File: src/rtl/hdlc_tx_framer.sv
module hdlc_tx_framer #(
  parameter int DEPTH     = 16,
  parameter bit FCS32     = 1'b0,
  parameter int ABORT_LEN = 8,
  parameter int IDLE_W    = 8
) (
  input  logic              clk,
  input  logic              rst_n,
  input  logic              wr_en,
  input  logic [7:0]        wr_data,
  input  logic              tx_enable,
  input  logic              abort_req,
  input  logic [IDLE_W-1:0] idle_len,
  output logic              txd,
  output logic              tx_busy,
  output logic              tx_done,
  output logic              tx_aborted,
  output logic [$clog2(DEPTH):0] buf_level
);
  localparam int AW = $clog2(DEPTH);
  localparam int FW = FCS32 ? 32 : 16;
  localparam logic [FW-1:0] POLY = FCS32 ? FW'(32'hEDB88320) : FW'(32'h00008408);
  localparam logic [FW-1:0] FLAG = FW'(8'h7E);

  typedef enum logic [2:0] {S_IDLE, S_OPEN, S_DATA, S_FCS, S_CLOSE, S_ABORT, S_GAP} st_t;

  st_t               st;
  logic [7:0]        mem [DEPTH];
  logic [AW-1:0]     wp, rp;
  logic [AW:0]       cnt;
  logic [FW-1:0]     sh, crc;
  logic [4:0]        bitn;
  logic [2:0]        ones;
  logic [IDLE_W-1:0] gcnt;
  logic              busy, done, abrt, line;

  wire full   = cnt == (AW+1)'(DEPTH);
  wire empty  = cnt == '0;
  wire push   = wr_en && !busy && !full;
  wire start  = tx_enable && !busy && !empty;
  wire kill   = abort_req && busy && st != S_ABORT && st != S_GAP;
  wire stuff  = (st == S_DATA || st == S_FCS || st == S_CLOSE) && ones == 3'd5;
  wire last   = bitn == 5'd0;
  wire fb     = crc[0] ^ sh[0];
  wire [FW-1:0] crc_nx = (crc >> 1) ^ (fb ? POLY : '0);
  wire pop    = !kill && !stuff && last &&
                (st == S_OPEN || (st == S_DATA && !empty));

  assign txd        = line;
  assign tx_busy    = busy;
  assign tx_done    = done;
  assign tx_aborted = abrt;
  assign buf_level  = cnt;

  always_ff @(posedge clk)
    if (push) mem[wp] <= wr_data;

  always_ff @(posedge clk) begin
    if (!rst_n) begin
      wp  <= '0;
      rp  <= '0;
      cnt <= '0;
    end else if (kill) begin
      rp  <= wp;
      cnt <= '0;
    end else begin
      if (push) wp <= (wp == AW'(DEPTH-1)) ? '0 : wp + AW'(1);
      if (pop)  rp <= (rp == AW'(DEPTH-1)) ? '0 : rp + AW'(1);
      case ({push, pop})
        2'b10:   cnt <= cnt + (AW+1)'(1);
        2'b01:   cnt <= cnt - (AW+1)'(1);
        default: cnt <= cnt;
      endcase
    end
  end

  always_ff @(posedge clk) begin
    if (!rst_n) begin
      st   <= S_IDLE;
      line <= 1'b1;
      sh   <= '0;
      crc  <= '1;
      bitn <= '0;
      ones <= '0;
      gcnt <= '0;
      busy <= 1'b0;
      done <= 1'b0;
      abrt <= 1'b0;
    end else if (kill) begin
      st   <= S_ABORT;
      line <= 1'b1;
      ones <= '0;
      abrt <= 1'b1;
      gcnt <= IDLE_W'(ABORT_LEN-2);
    end else begin
      case (st)
        S_IDLE: begin
          line <= 1'b1;
          if (start) begin
            st   <= S_OPEN;
            sh   <= FLAG;
            bitn <= 5'd7;
            busy <= 1'b1;
            done <= 1'b0;
            abrt <= 1'b0;
            crc  <= '1;
            ones <= '0;
          end
        end
        S_OPEN: begin
          line <= sh[0];
          sh   <= sh >> 1;
          bitn <= bitn - 5'd1;
          if (last) begin
            st   <= S_DATA;
            sh   <= FW'(mem[rp]);
            bitn <= 5'd7;
          end
        end
        S_DATA, S_FCS: begin
          if (stuff) begin
            line <= 1'b0;
            ones <= '0;
          end else begin
            line <= sh[0];
            sh   <= sh >> 1;
            bitn <= bitn - 5'd1;
            ones <= sh[0] ? ones + 3'd1 : 3'd0;
            if (st == S_DATA) crc <= crc_nx;
            if (last) begin
              if (st == S_DATA && !empty) begin
                sh   <= FW'(mem[rp]);
                bitn <= 5'd7;
              end else if (st == S_DATA) begin
                st   <= S_FCS;
                sh   <= ~crc_nx;
                bitn <= 5'(FW-1);
              end else begin
                st   <= S_CLOSE;
                sh   <= FLAG;
                bitn <= 5'd7;
              end
            end
          end
        end
        S_CLOSE: begin
          if (stuff) begin
            line <= 1'b0;
            ones <= '0;
          end else begin
            line <= sh[0];
            sh   <= sh >> 1;
            bitn <= bitn - 5'd1;
            ones <= '0;
            if (last) begin
              if (idle_len == '0) begin
                st   <= S_IDLE;
                busy <= 1'b0;
                done <= 1'b1;
              end else begin
                st   <= S_GAP;
                gcnt <= idle_len;
              end
            end
          end
        end
        S_ABORT: begin
          line <= 1'b1;
          gcnt <= gcnt - IDLE_W'(1);
          if (gcnt == '0) begin
            if (idle_len == '0) begin
              st   <= S_IDLE;
              busy <= 1'b0;
              done <= 1'b1;
            end else begin
              st   <= S_GAP;
              gcnt <= idle_len;
            end
          end
        end
        S_GAP: begin
          line <= 1'b1;
          gcnt <= gcnt - IDLE_W'(1);
          if (gcnt == IDLE_W'(1)) begin
            st   <= S_IDLE;
            busy <= 1'b0;
            done <= 1'b1;
          end
        end
        default: st <= S_IDLE;
      endcase
    end
  end
endmodule

File: config.mk
export PLATFORM = sky130hd
export DESIGN_NAME = hdlc_tx_framer
export DESIGN_NICKNAME = d
export VERILOG_FILES = /design/src/rtl/hdlc_tx_framer.sv
export SDC_FILE = /design/constraint.sdc
export NUM_CORES = 1
export LEC_CHECK = 0
export ABC_AREA = 1
export BUFFER_PORTS_ARGS = -buffer_cell sky130_fd_sc_hd__buf_2
export CAP_MARGIN = 5
export CORE_AREA = 2 2 141 129
export DETAILED_ROUTE_END_ITERATION = 7
export DIE_AREA = 0 0 143 131
export PLACE_DENSITY = 0.79
export SYNTH_ARGS = -nofsm -noshare
export SYNTH_HDL_FRONTEND = slang
export SYNTH_SLANG_ARGS = --single-unit
File: constraint.sdc
create_clock -name clk -period 2.7 [get_ports clk]
set_input_delay 0.405 -clock clk [delete_from_list [all_inputs] [get_ports clk]]
set_output_delay 0.405 -clock clk [all_outputs]
set_load 0.02 [all_outputs]
Word level (Yosys, flattened, before mapping)
Memory sizes are Yosys's and may differ from the RTL's. A register that Yosys moved wholly into a read port is not among the register bits.
Index checks and enable logic that the tools add are counted.
{"block": "totals", "in_bits": 21, "ram_bits": 128, "output_inout_bits": 9, "mem_count": 1, "ff_bits": 68, "elab_cells": 186}
{"memory": "mem", "depth": 16, "width": 8, "read_ports": 1, "rd_ports_with_merged_regs": 1, "wr": 1, "line_no": "28", "source": "logic [7:0] mem [DEPTH];"}
{"block": "classes", "muxes": 72, "bitwise_logic": 5, "n_eq_ne": 36, "addsub": 7, "reduce_logical": 50}
{"cell": "2-to-1 mux 16 bit", "n": 10}
{"cell": "one-hot mux 16 bit (4 select lines)", "n": 1}
{"cell": "2-to-1 mux 3 bit", "n": 16}
{"cell": "2-to-1 mux 8 bit", "n": 5}
{"cell": "inequality test 3 bit (second input constant)", "n": 12}
{"cell": "2-to-1 mux 4 bit", "n": 8}
{"cell": "one-hot mux 16 bit (2 select lines)", "n": 1}
{"cell": "2-to-1 mux 5 bit", "n": 5}
{"cell": "one-hot mux 8 bit (3 select lines)", "n": 1}
{"cell": "inequality test 2 bit (second input constant)", "n": 11}
{"cell": "one-hot mux 5 bit (4 select lines)", "n": 1}
{"cell": "one-hot mux 3 bit (6 select lines)", "n": 1}
{"cell": "AND reduction 9 bit", "n": 2}
{"cell": "2-to-1 mux 1 bit", "n": 17}
{"cell": "zero test 8 bit", "n": 2}
{"cell": "inverter 16 bit", "n": 1}
{"cell": "bitwise XOR 15 x 16 -> 16 bit", "n": 1}
{"cell": "2-to-1 mux 15 bit", "n": 1}
{"cell": "== test 3 bit (second input constant)", "n": 4}
{"cell": "logical AND 1 bit", "n": 12}
{"cell": "nonzero test 4 bit", "n": 3}
{"cell": "zero test 5 bit", "n": 2}
{"cell": "one-hot mux 5 bit (2 select lines)", "n": 1}
{"cell": "AND reduction 5 bit", "n": 2}
{"cell": "27 further kinds", "n": 50}

Depth between registers and ports, before layout
Gate-level depths: netlist (run 1).
{"block": "logic_depth", "depth_word": 12, "mapped_depth": 19, "depth_no_buf": 18}

Least setup slack after synthesis (run 1)
Ideal clock, no wire load.
{"block": "synth_path", "kind": "register to register", "start": "register cnt[0] (netlist: buf_level[0])", "end": "register cnt[4] (netlist: buf_level[4])", "arrival_time_ps": 2324, "setup_slack_ps": 255, "synth_period_minus_slack_ps": 2445, "n_path_buf": 0, "setup_time_ps": 121, "required_ps": 2579, "stages_incl_launch_ff": 18, "cell_sequence": "dfxtp_1 -> inv_1 -> nand4_1 -> nand2_2 -> nand2_1 -> nand3_4 -> nor2_4 -> ha_1 -> nand2_1 -> inv_1 -> nor2_1 -> ha_1 -> a21o_1 -> nand2_1 -> o22ai_1 -> xor2_1 -> nand2_1 -> a21oi_1"}
{"block": "synth_between", "elab_chain_cells": 7, "word_cells_on_any_way": 14, "cone_classes": "2 x add/sub; 3 x eq/ne; 1 x mux; 8 x reduce/logical"}
{"item": "start, declared", "line_no": "30", "source": "logic [AW:0] cnt;"}
{"item": "start signal, assigned", "line_no": "70", "source": "2'b10: cnt <= cnt + (AW+1)'(1);"}
{"item": "start signal, assigned", "line_no": "71", "source": "2'b01: cnt <= cnt - (AW+1)'(1);"}
{"item": "start signal, assigned", "line_no": "72", "source": "default: cnt <= cnt;"}
{"item": "zero test 5 bit", "line_no": "38", "source": "wire empty = cnt == '0;"}
{"item": "zero test 1 bit", "line_no": "47", "source": "(st == S_OPEN || (st == S_DATA && !empty));"}
{"item": "logical AND 1 bit", "line_no": "47"}
{"item": "logical OR 1 bit", "line_no": "47"}
{"item": "logical AND 1 bit", "line_no": "46", "source": "wire pop = !kill && !stuff && last &&"}
{"item": "== test 2 x 1 -> 1 bit / == test 2 bit (equally long branches)", "line_no": "69", "source": "case ({push, pop})"}
{"item": "one-hot mux 5 bit (2 select lines) / nonzero test 2 bit (equally long branches)"}
Parallel ways exist; a longest one is shown, timed or not.
A chain may end at the register's enable or synchronous reset.

Worst setup path in the final report (run 1)
{"block": "layout_path", "start": "register cnt[2] (netlist: buf_level[2])", "end": "register cnt[4] (netlist: buf_level[4])"}
Same word-level chain as after synthesis.

==> results.sh, run 1 <==
export IMPL_grt_pass1_vias=6694
export IMPL_synth_top_area_cell="edfxtp_1"
export IMPL_cts_buffer_depth=2
export IMPL_utilization_pct=60.4
export IMPL_max_slew_margin_pct=46.2
export IMPL_crit_chain="nor2_4 -> nand4_1 -> nand2_2 -> nand2_1 -> nand3_4 -> nor2_4 -> ha_4 -> nand2_1 -> inv_1 -> nor2_2 -> ha_1 -> a21o_1 -> nand2_1 -> o22ai_2 -> xor2_1 -> nand2_1 -> a21oi_1"
export IMPL_start_util_pct=54.1
export IMPL_synthTopCellsByArea="edfxtp_1 (41%), dfxtp_1 (15%), nand2_1 (10%)"
export IMPL_min_path_type="in2reg"
export IMPL_grt_overflow=0
export IMPL_cts_tree="yes"
export IMPL_dp_cells=1316
export IMPL_dpl_worst_slack_ns=-0.0267
export IMPL_synth_edff_count=128
export IMPL_synthCells=1052
export IMPL_hold_viol=0
export IMPL_path_delay_family="simple AND/OR/NAND/NOR gates"
export IMPL_cts_sinks=200
export IMPL_synth_xor_area_share_pct=1.68
export IMPL_synth_top_family_by_area="simple AND/OR/NAND/NOR gates"
export IMPL_r2r_slack_ns=0.20
export IMPL_multi_input_comb_area_sq_mm=0.00349
export IMPL_cp_slowest_cell="dfxtp_1"
export IMPL_grt_max_degree=66
export IMPL_cp_arrival_ns=2.87
export IMPL_synth_fa_ha_area_share_pct=1.87
export IMPL_drv_cap=0
export IMPL_place_congestion=0.886
export IMPL_cp_common_cell="nand2_1"
export IMPL_core_area_sq_mm=0.0173
export IMPL_synth_seq_area_share_pct=56.4
export IMPL_drive_gt1_share_pct=14.1
export IMPL_syn_cell_area_sq_mm=0.00938
export IMPL_ys_flop_type="edfxtp_1"
export IMPL_worst_pin_slew_ns=0.806
export IMPL_nets=1131
export IMPL_mostFrequentLayoutCell="nand2_1"
export IMPL_finalMaxSlewViolations=0
export IMPL_status="finished, final reports clean"
export IMPL_ant_nets=0
export IMPL_synth_top_area_share_pct=41.0
export IMPL_slowest_delay_ns=0.38
export IMPL_die_width_microns=143
export IMPL_avgSynthCellArea_sq_um=8.92
export IMPL_drc=0
export IMPL_power_w=0.0104
export IMPL_ys_types=46
export IMPL_row_count=46
export IMPL_drtPass1Iterations=5
export IMPL_timing_final_ws_setup_ns=0.196
export IMPL_period_needed_ns=2.50
export IMPL_pin_count=30
export IMPL_p_per_area_mw_per_mm2=998
export IMPL_grt_pass1_wl_microns=33600
export IMPL_cts_made_buffers=17
export IMPL_async_flop_share_pct=0
export IMPL_fp_dieArea_sq_mm=0.0187
export IMPL_layout_common_cells="nand2_1 (256), nor2_1 (133), edfxtp_1 (128)"
export IMPL_crit_type="reg2reg"
export IMPL_postRouteWirelength_microns=21200
export IMPL_fmax_ghz=0.399
export IMPL_fillers=1451
export IMPL_peakVddDrop_mv=0.666
export IMPL_wl_per_cell_microns=15.8
export IMPL_drt_initial_drc_count=864
export IMPL_setup_viol=0
export IMPL_regArea_sq_mm=0.00529
export IMPL_cp_end_kind="register"
export IMPL_synth_simple_area_share_pct=23.0
export IMPL_die_h_microns=131
export IMPL_layoutNonFillerInstCount=1348
export IMPL_root_buffer="clkbuf_16"
export IMPL_clk_latency_ns=0.44
export IMPL_crit_path_start_kind="register"
export IMPL_syn_nets=1087
export IMPL_diodes=0
export IMPL_syn_to_final_growth_pct=11.6
export IMPL_clk_pin_slew_ns=0.08
export IMPL_min_period_over_period_pct=92.7
export IMPL_synth_compound_area_share_pct=10.3
export IMPL_dr_total_vias=7305
export IMPL_worstPathRequired_ns=3.07
export IMPL_worst_path_buf_inv=1
export IMPL_yosys_warnings=0
export IMPL_detail_route_vias_per_cell=5.42
export IMPL_io_buffers=29
export IMPL_rsz0062_at_grt="no"
export IMPL_h_tree_depth=4
export IMPL_ys_seq_elements=200
export IMPL_p_leak_nw=4.29
export IMPL_antenna_found_initial=0
export IMPL_track_usage_pct=23.4
export IMPL_synth_area_mux_share_pct=0
export IMPL_fin_skew_ns=0.0130
export IMPL_dp_hpwl_microns=14000
export IMPL_cp_max_fo=6
[cell usage after synthesis (10+ instances only)]
library cell / count
clkbuf_1: 17
nand3_1: 69
a21oi_1: 47
ha_1: 14
dfxtp_1: 72
xor2_1: 14
nor2_1: 136
nand2_2: 10
inv_1: 90
o21ai_0: 96
nand2_1: 256
buf_2: 12
edfxtp_1: 128
[power by group]
part | internal, W | switching [W] | total (W)
registers | 0.00360 | 0.000269 | 0.00387
clock network | 0.00124 | 0.00124 | 0.00248
logic | 0.00131 | 0.00279 | 0.00410
total | 0.00615 | 0.00429 | 0.0104
[cell type report]
class	count	share of cell area [%]
Tap cell	240	2.87
Inverter	101	3.66
Timing Repair Buffer	67	4.11
Clock inverter	13	1.40
Clock buffer	18	4.10
Sequential cell	200	50.5
Multi-Input combinational cell	709	33.3
[registers in the layout (all words and copies together) (netlist names), 3 cells and up, named ones only]
signal and count:
st 3, gcnt 8, ones 3, rp 4, buf_level 5, sh 16, mem 128, crc 16
wp 4, bitn 5
[cells by family (layout without fill, tap and decap cells)]
group,after synthesis,count (layout)
adders and majority gates,14,14
AOI/OAI and AO/OA,177,177
DFF,200,200
and+or+nand+nor,500,500
xor gates and xnor gates,18,18
buffers and inverters,143,199
[worst register-to-register path, stage by stage (launching register included)]
cell     delay (ns)
dfxtp_1        0.38
nor2_4         0.16
nand4_1        0.23
nand2_2        0.15
nand2_1        0.10
nand3_4        0.10
nor2_4         0.05
ha_4           0.18
nand2_1        0.07
inv_1          0.06
nor2_2         0.12
ha_1           0.17
a21o_1         0.14
nand2_1        0.09
o22ai_2        0.11
xor2_1         0.16
nand2_1        0.06
a21oi_1        0.11
[per-stage QoR]
stage / hold WS (ns) / TNS (ns) / area (sq um)
after detailed placement: 0.441 / -0.0267 / 9850
after floorplan: 0.429 / 0 / 9380
after CTS: 0.243 / 0 / 10400
final: 0.251 / 0 / 10500
after global routing: 0.271 / 0 / 10500
after global placement: 0.431 / 0 / 9850
[path summary, 6_finish.rpt]
check | start | end | cells after the start
hold / removal | idle_len[0] | gcnt[0]$_SDFFE_PP0P_ | 3
setup reg to reg | buf_level[2]$_SDFFE_PP0P_ | buf_level[4]$_SDFFE_PP0P_ | 17
setup / recovery | buf_level[2]$_SDFFE_PP0P_ | buf_level[4]$_SDFFE_PP0P_ | 17
hold reg to reg | tx_done$_SDFFE_PN0P_ | tx_done$_SDFFE_PN0P_ | 2
[layer usage]
metal | track usage (%) | wire length [microns] | up-vias
li1 | - | - | 3568
met1 | 33.2 | 9640 | 3423
met2 | 35.9 | 9670 | 281
met5 | 0 | 0 | -
met3 | 4.48 | 1530 | 33
met4 | 8.91 | 400 | 0
[timing repair]
action	CTS	global route
pin swaps	0	3
setup endpoints to repair	1	1
gates resized for setup	2	8
setup buffers	0	1
hold buffers	0	0
hold endpoints to repair	0	0
No activity file was read; power rests on OpenSTA's default activity.
==> run 2: changes to the inputs <==
--- a/config.mk
+++ b/config.mk
@@ -5,12 +5,12 @@
 export SDC_FILE = /design/constraint.sdc
 export NUM_CORES = 1
 export LEC_CHECK = 0
-export ABC_AREA = 1
+export ABC_AREA = 0
 export BUFFER_PORTS_ARGS = -buffer_cell sky130_fd_sc_hd__buf_2
 export CAP_MARGIN = 5
-export CORE_AREA = 2 2 141 129
+export CORE_AREA = 2 2 139 127
 export DETAILED_ROUTE_END_ITERATION = 7
-export DIE_AREA = 0 0 143 131
+export DIE_AREA = 0 0 141 129
 export PLACE_DENSITY = 0.79
 export SYNTH_ARGS = -nofsm -noshare
 export SYNTH_HDL_FRONTEND = slang
==> run 2 against run 1 <==
- the run now ends with negative setup slack left
- critical path depth decreased by 5
- area after synthesis decreased by 3.1%
- worst setup slack got worse by 0.25 ns
- critical endpoint unchanged
- highest routed layer unchanged
==> results.sh, run 2 <==
export IMPL_antenna_found_initial=0
export IMPL_detail_route_vias_per_cell=6.34
export IMPL_track_usage_pct=24.2
export IMPL_syn_cell_area_sq_mm=0.00909
export IMPL_h_tree_depth=4
export IMPL_syn_nets=757
export IMPL_largest_reg_flops=128
export IMPL_seqPwrFrac_pct=38.3
export IMPL_synth_top_area_cell="edfxtp_1"
export IMPL_cp_end_kind="register"
export IMPL_core_area_sq_mm=0.0167
export IMPL_synth_seq_area_share_pct=58.1
export IMPL_avgSynthCellArea_sq_um=12.6
export IMPL_power_frac_clock_pct=25.6
export IMPL_pin_count=30
export IMPL_drtPass1Iterations=8
export IMPL_crit_type="reg2reg"
export IMPL_p_per_area_mw_per_mm2=976
export IMPL_dp_hpwl_microns=14300
export IMPL_synthTopCellsByArea="edfxtp_1 (42%), dfxtp_1 (16%), mux4_2 (8.2%)"
export IMPL_cts_sinks=200
export IMPL_die_width_microns=141
export IMPL_io_buffers=29
export IMPL_mostFrequentLayoutCell="edfxtp_1"
export IMPL_clk_latency_ns=0.45
export IMPL_switchingPower_w=0.00365
export IMPL_failed_checks="negative setup slack"
export IMPL_ys_types=73
export IMPL_cts_made_buffers=17
export IMPL_biggestRegsByFlops="mem (128), crc (16), sh (16)"
export IMPL_utilization_pct=61.6
export IMPL_wl_per_cell_microns=21.3
export IMPL_synth_most_common_cell="edfxtp_1"
export IMPL_dpl_cell_area_sq_mm=0.00965
export IMPL_max_slew_margin_pct=26.7
export IMPL_status="finished, violations left"
export IMPL_synth_top_area_share_pct=42.3
export IMPL_synthCells=722
export IMPL_timing_final_ws_setup_ns=-0.0556
export IMPL_cp_common_cell="a21oi_1"
export IMPL_row_count=45
export IMPL_grt_pass1_wl_microns=33700
export IMPL_worst_pin_slew_ns=1.10
export IMPL_syn_to_final_growth_pct=13.4
export IMPL_drv_cap=0
export IMPL_power_w=0.0101
export IMPL_fin_skew_ns=0.0143
export IMPL_path_delay_family="simple AND/OR/NAND/NOR gates"
export IMPL_async_flop_share_pct=0
export IMPL_place_congestion=0.917
export IMPL_cp_slowest_cell="or4_4"
export IMPL_root_buffer="clkbuf_16"
export IMPL_ys_seq_elements=200
export IMPL_grt_pass1_vias=6311
export IMPL_synth_top_cells_by_count="edfxtp_1 (128), dfxtp_1 (72), nand2_1 (65), nor2_1 (59), mux4_2 (33)"
export IMPL_yosys_warnings=0
export IMPL_ys_flop_type="edfxtp_1"
export IMPL_crit_path_start_kind="register"
export IMPL_power_frac_comb_pct=36.1
export IMPL_nets=806
export IMPL_dr_total_vias=6310
export IMPL_regArea_sq_mm=0.00529
export IMPL_p_sw_share_pct=36.3
export IMPL_grt_max_degree=30
export IMPL_slowest_delay_ns=0.52
export IMPL_r2r_slack_ns=-0.06
export IMPL_die_h_microns=129
export IMPL_period_needed_ns=2.76
export IMPL_drc=0
export IMPL_cp_max_fo=3
export IMPL_setup_viol=1
export IMPL_clk_pin_slew_ns=0.08
export IMPL_top_register="mem"
export IMPL_hold_viol=0
export IMPL_drt_initial_drc_count=592
export IMPL_peakVddDrop_mv=0.587
export IMPL_postRouteWirelength_microns=21200
export IMPL_rsz0062_at_grt="yes"
export IMPL_final_cell_area_sq_mm=0.0103
export IMPL_cp_arrival_ns=3.12
export IMPL_drive_gt1_share_pct=21.6
export IMPL_min_path_type="in2reg"
export IMPL_layoutNonFillerInstCount=995
export IMPL_p_leak_nw=3.50
export IMPL_fillers=1240
export IMPL_worstPathRequired_ns=3.06
export IMPL_synth_edff_count=128
export IMPL_p_int_w=0.00640
export IMPL_grt_overflow=0
export IMPL_start_util_pct=54.4
export IMPL_cts_tree="yes"
export IMPL_ant_nets=0
export IMPL_layout_common_cells="edfxtp_1 (128), dfxtp_1 (69), nand2_1 (64)"
export IMPL_worst_path_buf_inv=0
export IMPL_dp_cells=961
export IMPL_cts_buffer_depth=2
export IMPL_finalMaxSlewViolations=0
export IMPL_multi_input_comb_area_sq_mm=0.00363
export IMPL_diodes=0
export IMPL_min_period_over_period_pct=102
export IMPL_crit_chain="or4_4 -> o211ai_1 -> a21oi_2 -> and2_4 -> ha_4 -> xor2_2 -> ha_2 -> a21oi_4 -> a311o_1 -> a21oi_1 -> or3_1 -> a21oi_1"
export IMPL_fp_dieArea_sq_mm=0.0182
export IMPL_fmax_ghz=0.363
[run 2: cell types whose count changed in the layout (fill, tap and decap cells not counted), moves of 10 or more]
cell | before | now
mux4_2 | 0 | 33
nand2_1 | 256 | 64
nand2b_1 | 0 | 20
a31oi_1 | 0 | 10
inv_1 | 90 | 18
o21ai_0 | 96 | 30
mux2i_1 | 0 | 31
nand3_1 | 69 | 8
nor3_1 | 4 | 16
nor2_1 | 133 | 59
a21oi_1 | 47 | 30
[run 2: final cells by class]
| cell class | count | area share, % |
|---|---|---|
| well taps | 211 | 2.56 |
| repair buffers | 68 | 4.37 |
| flip-flops and latches | 200 | 51.3 |
| clock buffers | 17 | 4.13 |
| clock inverters | 15 | 1.72 |
| multi-input cells | 466 | 35.2 |
| inverters | 18 | 0.656 |
[run 2: timing repair]
item | in CTS | in global routing
hold buffers | 0 | 0
endpoints found under the setup margin | 2 | 6
setup buffers | 2 | 0
resized for setup | 1 | 5
pin swaps | 2 | 3
gates cloned | 0 | 0
[run 2: power by group through the flow]
| stage | clock, W | sequential, W | combinational (W) |
|---|---|---|---|
| after global placement | 0 | 0.00388 | 0.00336 |
| final | 0.00257 | 0.00385 | 0.00363 |
| after detailed placement | 0 | 0.00391 | 0.00349 |
| after global routing | 0.00270 | 0.00389 | 0.00393 |
| after CTS | 0.00259 | 0.00384 | 0.00354 |
| after floorplan | 0 | 0.00382 | 0.00266 |
[run 2: final timing paths]
| check | start | end | cells after the start |
|---|---|---|---|
| hold / removal | idle_len[0] | gcnt[0]$_SDFFE_PP0P_ | 3 |
| setup reg to reg | buf_level[2]$_SDFFE_PP0P_ | buf_level[4]$_SDFFE_PP0P_ | 12 |
| setup / recovery | buf_level[2]$_SDFFE_PP0P_ | buf_level[4]$_SDFFE_PP0P_ | 12 |
| hold reg to reg | sh[13]$_SDFFE_PN0P_ | sh[13]$_SDFFE_PN0P_ | 2 |
[run 2: metrics by stage]
step | setup TNS, ns | worst slack [ns] | hold slack, ns
after global placement | 0 | 0.0227 | 0.436
after global routing | -0.318 | -0.206 | 0.287
final | -0.0556 | -0.0556 | 0.285
after floorplan | -0.707 | -0.393 | 0.427
after CTS | -0.0411 | -0.0411 | 0.268
after detailed placement | -0.0599 | -0.0599 | 0.449
[run 2: layer usage]
metal	part of all wire, %	track usage [%]
met5	0	0
met4	1.6	7.65
met2	51	42.2
met3	7.3	4.84
met1	40	30.8
[run 2: cells by family (layout without fill, tap and decap cells)]
| kind of cell | count (synthesis) | in the layout | share of synthesized area [%] |
|---|---|---|---|
| compound gates | 154 | 154 | 12.2 |
| xor+xnor | 11 | 11 | 1.06 |
| simple gates | 216 | 216 | 11.5 |
| fa+ha+maj | 14 | 14 | 1.93 |
| mux | 71 | 71 | 12.5 |
| buf+inv | 56 | 118 | 2.63 |
| flops | 200 | 200 | 58.1 |
[run 2: worst register-to-register path: cells and delay by family (launching register included)]
kind                       cells  cell delay [ns]
and+or+nand+nor                3             1.00
AOI/OAI and AO/OA              6             0.86
adders and majority gates      2             0.35
xor gates and xnor gates       1             0.14
DFF                            1             0.34
